===== config.mk =====
export PLATFORM = sky130hd
export DESIGN_NAME = burn_seq
export DESIGN_NICKNAME = d
export VERILOG_FILES = /design/src/rtl/burn_seq.sv
export SDC_FILE = /design/constraint.sdc
export NUM_CORES = 1
export LEC_CHECK = 0
export BUFFER_PORTS_ARGS = -buffer_cell sky130_fd_sc_hd__buf_2
export CAP_MARGIN = 20
export CORE_MARGIN = 1
export CORE_UTILIZATION = 38
export DETAILED_ROUTE_END_ITERATION = 8
export PLACE_DENSITY = 0.65
export SKIP_LAST_GASP = 1
export SLEW_MARGIN = 20
export SYNTH_ARGS = -nofsm -noshare
export SYNTH_HDL_FRONTEND = slang
export SYNTH_SLANG_ARGS = --single-unit

===== constraint.sdc =====
create_clock -name clk -period 6.45 [get_ports clk]
set_input_delay 0.3225 -clock clk [delete_from_list [all_inputs] [get_ports clk]]
set_output_delay 0.3225 -clock clk [all_outputs]
set_load 0.02 [all_outputs]

===== src/rtl/burn_seq.sv =====
module burn_seq #(
  parameter int ADDR_W     = 15,
  parameter int CLK_HZ     = 50_000_000,
  parameter int PULSE_US   = 100,
  parameter int SETUP_CYC  = 2,
  parameter int VER_CYC    = 2,
  parameter int MAX_PULSES = 25
) (
  input  logic              clk,
  input  logic              rst_n,
  input  logic              start,
  output logic [ADDR_W-1:0] src_addr,
  input  logic [7:0]        src_data,
  output logic [ADDR_W-1:0] mem_addr,
  output logic              mem_ce_n,
  output logic              mem_oe_n,
  output logic [7:0]        mem_dout,
  output logic              mem_dout_en,
  input  logic [7:0]        mem_din,
  output logic              vpp_en,
  output logic              vcc_prog_en,
  output logic              done,
  output logic              pass,
  output logic              fail,
  output logic [ADDR_W-1:0] fail_addr,
  output logic [7:0]        fail_data
);
  localparam int PULSE_CYC = CLK_HZ / 1000 * PULSE_US / 1000;
  localparam int TW = $clog2(PULSE_CYC + SETUP_CYC + VER_CYC + 1);
  localparam int CW = $clog2(MAX_PULSES + 1);
  localparam logic [ADDR_W-1:0] LAST = '1;

  typedef enum logic [2:0] {S_IDLE, S_SETUP, S_PULSE, S_VWAIT, S_VPP_OFF, S_VCC_OFF, S_READ} st_t;

  st_t               st;
  logic [ADDR_W-1:0] addr;
  logic [TW-1:0]     tmr;
  logic [CW-1:0]     cnt;
  logic              tmr_end;
  logic              match;

  always_comb begin
    case (st)
      S_SETUP:        tmr_end = (tmr == TW'(SETUP_CYC - 1));
      S_PULSE:        tmr_end = (tmr == TW'(PULSE_CYC - 1));
      S_VWAIT, S_READ: tmr_end = (tmr == TW'(VER_CYC - 1));
      default:        tmr_end = 1'b1;
    endcase
  end

  assign match       = (mem_din == src_data);
  assign src_addr    = addr;
  assign mem_addr    = addr;
  assign mem_dout    = src_data;
  assign mem_dout_en = (st == S_SETUP) || (st == S_PULSE);
  assign mem_ce_n    = !((st == S_PULSE) || (st == S_READ));
  assign mem_oe_n    = !((st == S_VWAIT) || (st == S_READ));

  always_ff @(posedge clk or negedge rst_n) begin
    if (!rst_n) begin
      st          <= S_IDLE;
      addr        <= '0;
      tmr         <= '0;
      cnt         <= '0;
      vpp_en      <= 1'b0;
      vcc_prog_en <= 1'b0;
      done        <= 1'b0;
      pass        <= 1'b0;
      fail        <= 1'b0;
      fail_addr   <= '0;
      fail_data   <= '0;
    end else begin
      tmr <= tmr_end ? '0 : tmr + 1'b1;
      case (st)
        S_IDLE: if (start) begin
          st          <= S_SETUP;
          addr        <= '0;
          cnt         <= '0;
          done        <= 1'b0;
          pass        <= 1'b0;
          fail        <= 1'b0;
          vpp_en      <= 1'b1;
          vcc_prog_en <= 1'b1;
        end
        S_SETUP: if (tmr_end) st <= S_PULSE;
        S_PULSE: if (tmr_end) begin
          st  <= S_VWAIT;
          cnt <= cnt + 1'b1;
        end
        S_VWAIT: if (tmr_end) begin
          if (match) begin
            cnt <= '0;
            if (addr == LAST) st <= S_VPP_OFF;
            else begin
              addr <= addr + 1'b1;
              st   <= S_SETUP;
            end
          end else if (cnt == CW'(MAX_PULSES)) begin
            st          <= S_IDLE;
            done        <= 1'b1;
            fail        <= 1'b1;
            fail_addr   <= addr;
            fail_data   <= mem_din;
            vpp_en      <= 1'b0;
            vcc_prog_en <= 1'b0;
          end else st <= S_SETUP;
        end
        S_VPP_OFF: begin
          vpp_en <= 1'b0;
          st     <= S_VCC_OFF;
        end
        S_VCC_OFF: begin
          vcc_prog_en <= 1'b0;
          addr        <= '0;
          st          <= S_READ;
        end
        S_READ: if (tmr_end) begin
          if (!match) begin
            st        <= S_IDLE;
            done      <= 1'b1;
            fail      <= 1'b1;
            fail_addr <= addr;
            fail_data <= mem_din;
          end else if (addr == LAST) begin
            st   <= S_IDLE;
            done <= 1'b1;
            pass <= 1'b1;
          end else addr <= addr + 1'b1;
        end
        default: st <= S_IDLE;
      endcase
    end
  end
endmodule


==> results.toml, run 1 <==
[status]
status = "complete, no violations"

[final_layout]
final_nets = 440
layout_commonest_cell = "sky130_fd_sc_hd__buf_2"
num-fill-cells = 888
commonest_non_fill_non_tap_cells_in_the_layout = "sky130_fd_sc_hd__buf_2, sky130_fd_sc_hd__dfrtp_1, sky130_fd_sc_hd__nor2_1"
diodes = 0
final_layout_size_suffix_gt1_share_pct = 33.9
post-route-util_pct = 45.7
area.growth.synth_to_final_pct = 16.2

[timing]
max_slew_headroom_pct = 46.3
rsz0062_at_grt = "false"
layout_worst_path_cycle_share_pct = 50.6
final_report_hold_violation_count = 0
timing.final.max_slew_violations = 0
setup_total_negative_slack_ns = 0
achievable-frequency_mhz = 306
tightest_slew_ns = 0.806
setup_violations = 0
post-route-min-period_ns = 3.27
skew_ns = 0.00933

[route]
route.detailed.vias_per_inst = 5.34
num_vias = 2941
drc = 0
detailed_router_iteration_count_before_antenna_repair = 4
routedWlPerCell_um = 14.6
route.antenna.remaining_nets = 0
initialDrtViolationCount = 192
postRouteWirelength_um = 8030

[job]
max_cap_violation_count = 0

[yosys]
muxShareOfSynthArea_pct = 10.8
synth.lib_cells_used.distinct = 62
synth.top_cells.by_area = "sky130_fd_sc_hd__dfrtp_1, sky130_fd_sc_hd__mux2_4, sky130_fd_sc_hd__buf_4"
yosys_most_used_dff = "sky130_fd_sc_hd__dfrtp_1"
synth_area_um2 = 3650
syn-instance-count = 352
post_synthesis_share_of_cell_area_spent_on_xor_and_xnor_gates_pct = 4.56
synth_top_area_share_pct = 43.9
seq_area_frac_synth_pct = 43.9
synth_compound_area_share_pct = 13.2
synth_seq_cells = 64
syn-mean-instance-area_um2 = 10.4
combinational_family_with_the_most_area_after_synthesis = "simple AND/OR/NAND/NOR gates"
yosys.area_share.adder_pct = 1.37
async_reset_ff_share_pct = 100
synth-edff-count = 0
synth_warnings = 0
synthSimpleGateAreaFrac_pct = 18.6
syn-num-nets = 375
synth_top_cell_by_area = "sky130_fd_sc_hd__dfrtp_1"

[pwr]
power.switching_mw = 0.515
p_int_mw = 0.860
power.switching_fraction_pct = 37.5
pwr-share-comb_pct = 33.5
leakagePower_nw = 2.04
post-layout-total-power_mw = 1.38
vdd_drop_max_mv = 0.121
power_per_cell_area_nw_per_um2 = 324
power.share.sequential_pct = 38.9
pwr-share-clk_pct = 27.6

[min_path]
min-delay-path-class = "in2async"

[floorplanning]
die_y_um = 100
die_area_um2 = 10000
floorplan.die.width_um = 100
rows = 35
initial_utilization_pct = 39.3
floorplan.io_pins = 88
coreArea_um2 = 9280

[place]
gpl.final_weighted_congestion = 0.838
place.port_buffers = 87
hpwlAfterDp_um = 5600

[worst_setup_path]
critical_path.reg2reg.startpoint = "st[0]"
critical_path.endpoint = "fail_data[5]"
cp-start-kind = "register"
setup.reg_to_reg.worst_slack_ns = 3.18
critical_path_required_ns = 6.67
critPathMaxFanout = 21
timing_worst_setup_path_type = "reg2reg"
crit_reg_reg_endpoint = "fail_data[5]"
setup.worst_path.start = "st[0]"
cp.arrival_ns = 3.49
r2r_worst_path_depth = 6
end_kind = "register"

[global_route]
largest_net_degree_at_the_start_of_global_routing = 65
global_route_wire_length_before_repair_um = 13200
global_route.usage.total_pct = 16.7
grt_overflow_total = 0
grt_antenna_before_repair = 0
vias_in_the_first_global_route = 2708

[cts]
cts.reportedPaths.clkPinSlew_ns = 0.08
cts_tree = "yes"
cts_sinks = 64
cts.htree.levels = 3
post_cts_hold_buffer_count = 0
cts-root-to-sink-buffers = 2
cts.repair_timing.setup_buffer_count = 0
resized_after_cts = 0
cts-buffers-inserted = 9
cts-root-buf = "sky130_fd_sc_hd__clkbuf_8"
worst_skew_pair.late_latency_ns = 0.34
routing by layer:
metal | global-route usage (%) | part of all wire (%)
met5 | 0 | 0
met4 | 4.79 | 0.87
met3 | 4.39 | 4.5
met2 | 27.3 | 47
met1 | 22.0 | 48
logic make-up (layout without fill, tap and decap cells):
kind of cell             Yosys count  count (layout)
AND/OR/NAND/NOR                  123             123
AO/OA/AOI/OAI                     68              68
flip-flops                        64              64
buffers and inverters             45             115
multiplexers                      29              29
XOR/XNOR                          19              19
adder cells (fa/ha/maj)            4               4
critical path, cell delays in order (launching register included):
cell                       delay (ns)
sky130_fd_sc_hd__dfrtp_1         0.70
sky130_fd_sc_hd__nand3b_1        0.26
sky130_fd_sc_hd__nor4b_1         0.45
sky130_fd_sc_hd__o21ai_2         0.27
sky130_fd_sc_hd__nor4_4          0.66
sky130_fd_sc_hd__buf_4           0.42
sky130_fd_sc_hd__mux2_2          0.37
synth_stat cells, drive strengths merged, types with 4 or more instances:
| master | count |
|---|---|
| dfrtp | 64 |
| nor2 | 29 |
| buf | 28 |
| mux2 | 25 |
| nand2 | 22 |
| nand3 | 19 |
| a21oi | 18 |
| o21ai | 14 |
| xor2 | 14 |
| nand4 | 10 |
| and3 | 8 |
| inv | 8 |
| clkbuf | 7 |
| nor4 | 7 |
| o211ai | 6 |
| nand2b | 5 |
| or4 | 5 |
| xnor2 | 5 |
| ha | 4 |
| mux2i | 4 |
| nor3 | 4 |
| o21a | 4 |
power by group through the flow:
stage               registers (mW)  logic, mW  clock network, mW
floorplan                    0.537      0.338                  0
global placement             0.538      0.458                  0
detailed placement           0.541      0.463                  0
CTS                          0.535      0.464              0.393
global route                 0.545      0.510              0.410
finish                       0.535      0.461              0.380
stage by stage:
stage	std cells	cell area [µm²]	worst slack (ns)	hold WS (ns)
after floorplan	352	3650	3.88	0.0269
after global placement	535	4020	3.30	0.475
after detailed placement	535	4020	3.20	0.479
after CTS	551	4240	3.17	0.178
after global routing	551	4240	2.93	0.200
final	551	4240	3.18	0.143
registers in the layout, summed over array words and instances (netlist names):
signal,flops
fail_addr,15
tmr,13
vpp_en,1
cnt,5
vcc_prog_en,1
pass,1
done,1
mem_addr,15
fail_data,8
fail,1
st,3
worst min-delay path by stage:
stage / start / to / slack (ns) / cells after the start
after floorplan: rst_n / cnt[0] / 0.03 / 0
after global placement: fail / fail / 0.48 / 1
after detailed placement: fail / fail / 0.48 / 1
after CTS: rst_n / fail_addr[4] / 0.18 / 2
after global routing: rst_n / fail_addr[4] / 0.20 / 2
final: rst_n / fail_addr[4] / 0.14 / 2
area by class of cell:
| cell class | instances | area, µm² | share of cell area, % |
|---|---|---|---|
| Clock buffer | 10 | 138 | 3.25 |
| Timing Repair Buffer | 89 | 450 | 10.6 |
| Multi-Input combinational cell | 243 | 1770 | 41.7 |
| Tap cell | 129 | 161 | 3.81 |
| Inverter | 10 | 37.5 | 0.885 |
| Sequential cell | 64 | 1600 | 37.8 |
| Clock inverter | 6 | 82.6 | 1.95 |
No activity file was read; power rests on OpenSTA's default activity.
==> run 2, diff against run 1 <==
Settings changed: PLACE_DENSITY 0.65 to 0.67.
Clock period 6.45 ns to 2.8 ns, I/O delays scaled along.
==> results.toml, run 2 (synthesized netlist as in run 1, its figures left out) <==
[cts]
cts.reportedPaths.clkPinSlew_ns = 0.07
resized_after_cts = 0
worst_skew_pair.late_latency_ns = 0.35
cts-root-buf = "sky130_fd_sc_hd__clkbuf_8"
cts.repair_timing.setup_buffer_count = 0
cts_tree = "yes"
cts.htree.levels = 3
cts-buffers-inserted = 9
cts_sinks = 64
post_cts_hold_buffer_count = 0
cts-root-to-sink-buffers = 2

[pwr]
leakagePower_nw = 2.06
power_per_cell_area_nw_per_um2 = 716
vdd_drop_max_mv = 0.259
post-layout-total-power_mw = 3.07
power.share.sequential_pct = 38.7
p_int_mw = 1.85
power.switching_fraction_pct = 39.6
power.switching_mw = 1.21
pwr-share-comb_pct = 38.2
pwr-share-clk_pct = 23.1

[timing]
achievable-frequency_mhz = 376
holdWs_ns = -0.0218
setup_violations = 0
post-route-min-period_ns = 2.66
timing.final.max_slew_violations = 0
final_report_hold_violation_count = 52
skew_ns = 0.0126
setup_total_negative_slack_ns = 0
tightest_slew_ns = 0.808
layout_worst_path_cycle_share_pct = 94.9
rsz0062_at_grt = "false"
max_slew_headroom_pct = 46.1

[min_path]
min-delay-path-class = "in2async"

[floorplanning]
coreArea_um2 = 9280
die_area_um2 = 10000
floorplan.io_pins = 88
initial_utilization_pct = 39.3
rows = 35
floorplan.die.width_um = 100
die_y_um = 100

[job]
max_cap_violation_count = 0

[global_route]
vias_in_the_first_global_route = 2907
global_route_wire_length_before_repair_um = 13600
largest_net_degree_at_the_start_of_global_routing = 65
grt_antenna_before_repair = 0
grt_overflow_total = 0
global_route.usage.total_pct = 17.2

[place]
gpl.final_weighted_congestion = 0.861
place_area_um2 = 4110
hpwlAfterDp_um = 5730
place.port_buffers = 87

[route]
num_vias = 2961
route.antenna.remaining_nets = 0
route.detailed.vias_per_inst = 5.28
detailed_router_iteration_count_before_antenna_repair = 4
initialDrtViolationCount = 137
routedWlPerCell_um = 14.8
drc = 0
postRouteWirelength_um = 8280

[final_layout]
area_of_the_multi_input_gates_um2 = 1770
stdcell_area_um2 = 4280
commonest_non_fill_non_tap_cells_in_the_layout = "sky130_fd_sc_hd__buf_2, sky130_fd_sc_hd__dfrtp_1, sky130_fd_sc_hd__nor2_1"
diodes = 0
final_nets = 450
num-fill-cells = 904
layout_commonest_cell = "sky130_fd_sc_hd__buf_2"
area.growth.synth_to_final_pct = 17.4
final_layout_size_suffix_gt1_share_pct = 35.2
final-seq-area_um2 = 1600

[worst_setup_path]
critical_path_required_ns = 3.02
critPathMaxFanout = 24
timing_worst_setup_path_type = "reg2reg"
end_kind = "register"
cp-start-kind = "register"
cp.arrival_ns = 2.88

[status]
violations = "hold timing"
status = "finished with violations"
==> run 2: path summary, 6_finish.rpt <==
kind	end	start	slack, ns	depth (start not counted)
max	fail_addr[0]	tmr[9]	0.14	6
min	fail_addr[2]	rst_n	-0.02	2
max reg2reg	fail_addr[0]	tmr[9]	0.14	6
min reg2reg	fail	fail	0.49	1
max in group asynchronous	pass	rst_n	2.30	2
min in group clk	fail_data[2]	mem_din[2]	0.05	2
==> run 2: metrics by stage <==
stage	hold slack, ns	setup WS [ns]	utilization [%]	std cells
floorplan	-0.156	0.232	-	352
global placement	0.368	0.207	44.2	545
detailed placement	0.387	0.149	44.2	545
CTS	0.00146	0.142	46.1	561
global route	0.0361	0.0615	46.1	561
finish	-0.0218	0.143	46.1	561
==> run 2: critical path, cell delays in order (launching register included) <==
cell	delay, ns
sky130_fd_sc_hd__dfrtp_1	0.42
sky130_fd_sc_hd__or4_4	0.57
sky130_fd_sc_hd__a2111oi_4	0.37
sky130_fd_sc_hd__o21ai_2	0.22
sky130_fd_sc_hd__nor4_4	0.35
sky130_fd_sc_hd__buf_12	0.24
sky130_fd_sc_hd__mux2_2	0.35
==> run 2: area by class of cell <==
type                       instances  area share [%]
tap                              129            3.77
sequential                        64            37.4
clock buffer                      11            3.30
multi-input combinational        243            41.3
timing repair buffer              99            12.6
clock inverter                     5           0.760
inverter                          10           0.877
==> run 2: power by group through the flow <==
stage | Combinational (mW) | Clock (mW) | Sequential (mW)
after floorplan | 0.779 | 0 | 1.24
after global placement | 1.16 | 0 | 1.20
after detailed placement | 1.17 | 0 | 1.20
after CTS | 1.18 | 0.730 | 1.19
after global routing | 1.30 | 0.771 | 1.21
final | 1.17 | 0.707 | 1.19
==> run 2: layer usage <==
layer	track usage, %	wire length [µm]
met4	7.92	127
met1	21.6	3890
met2	28.5	3900
met5	0	0
met3	3.34	362
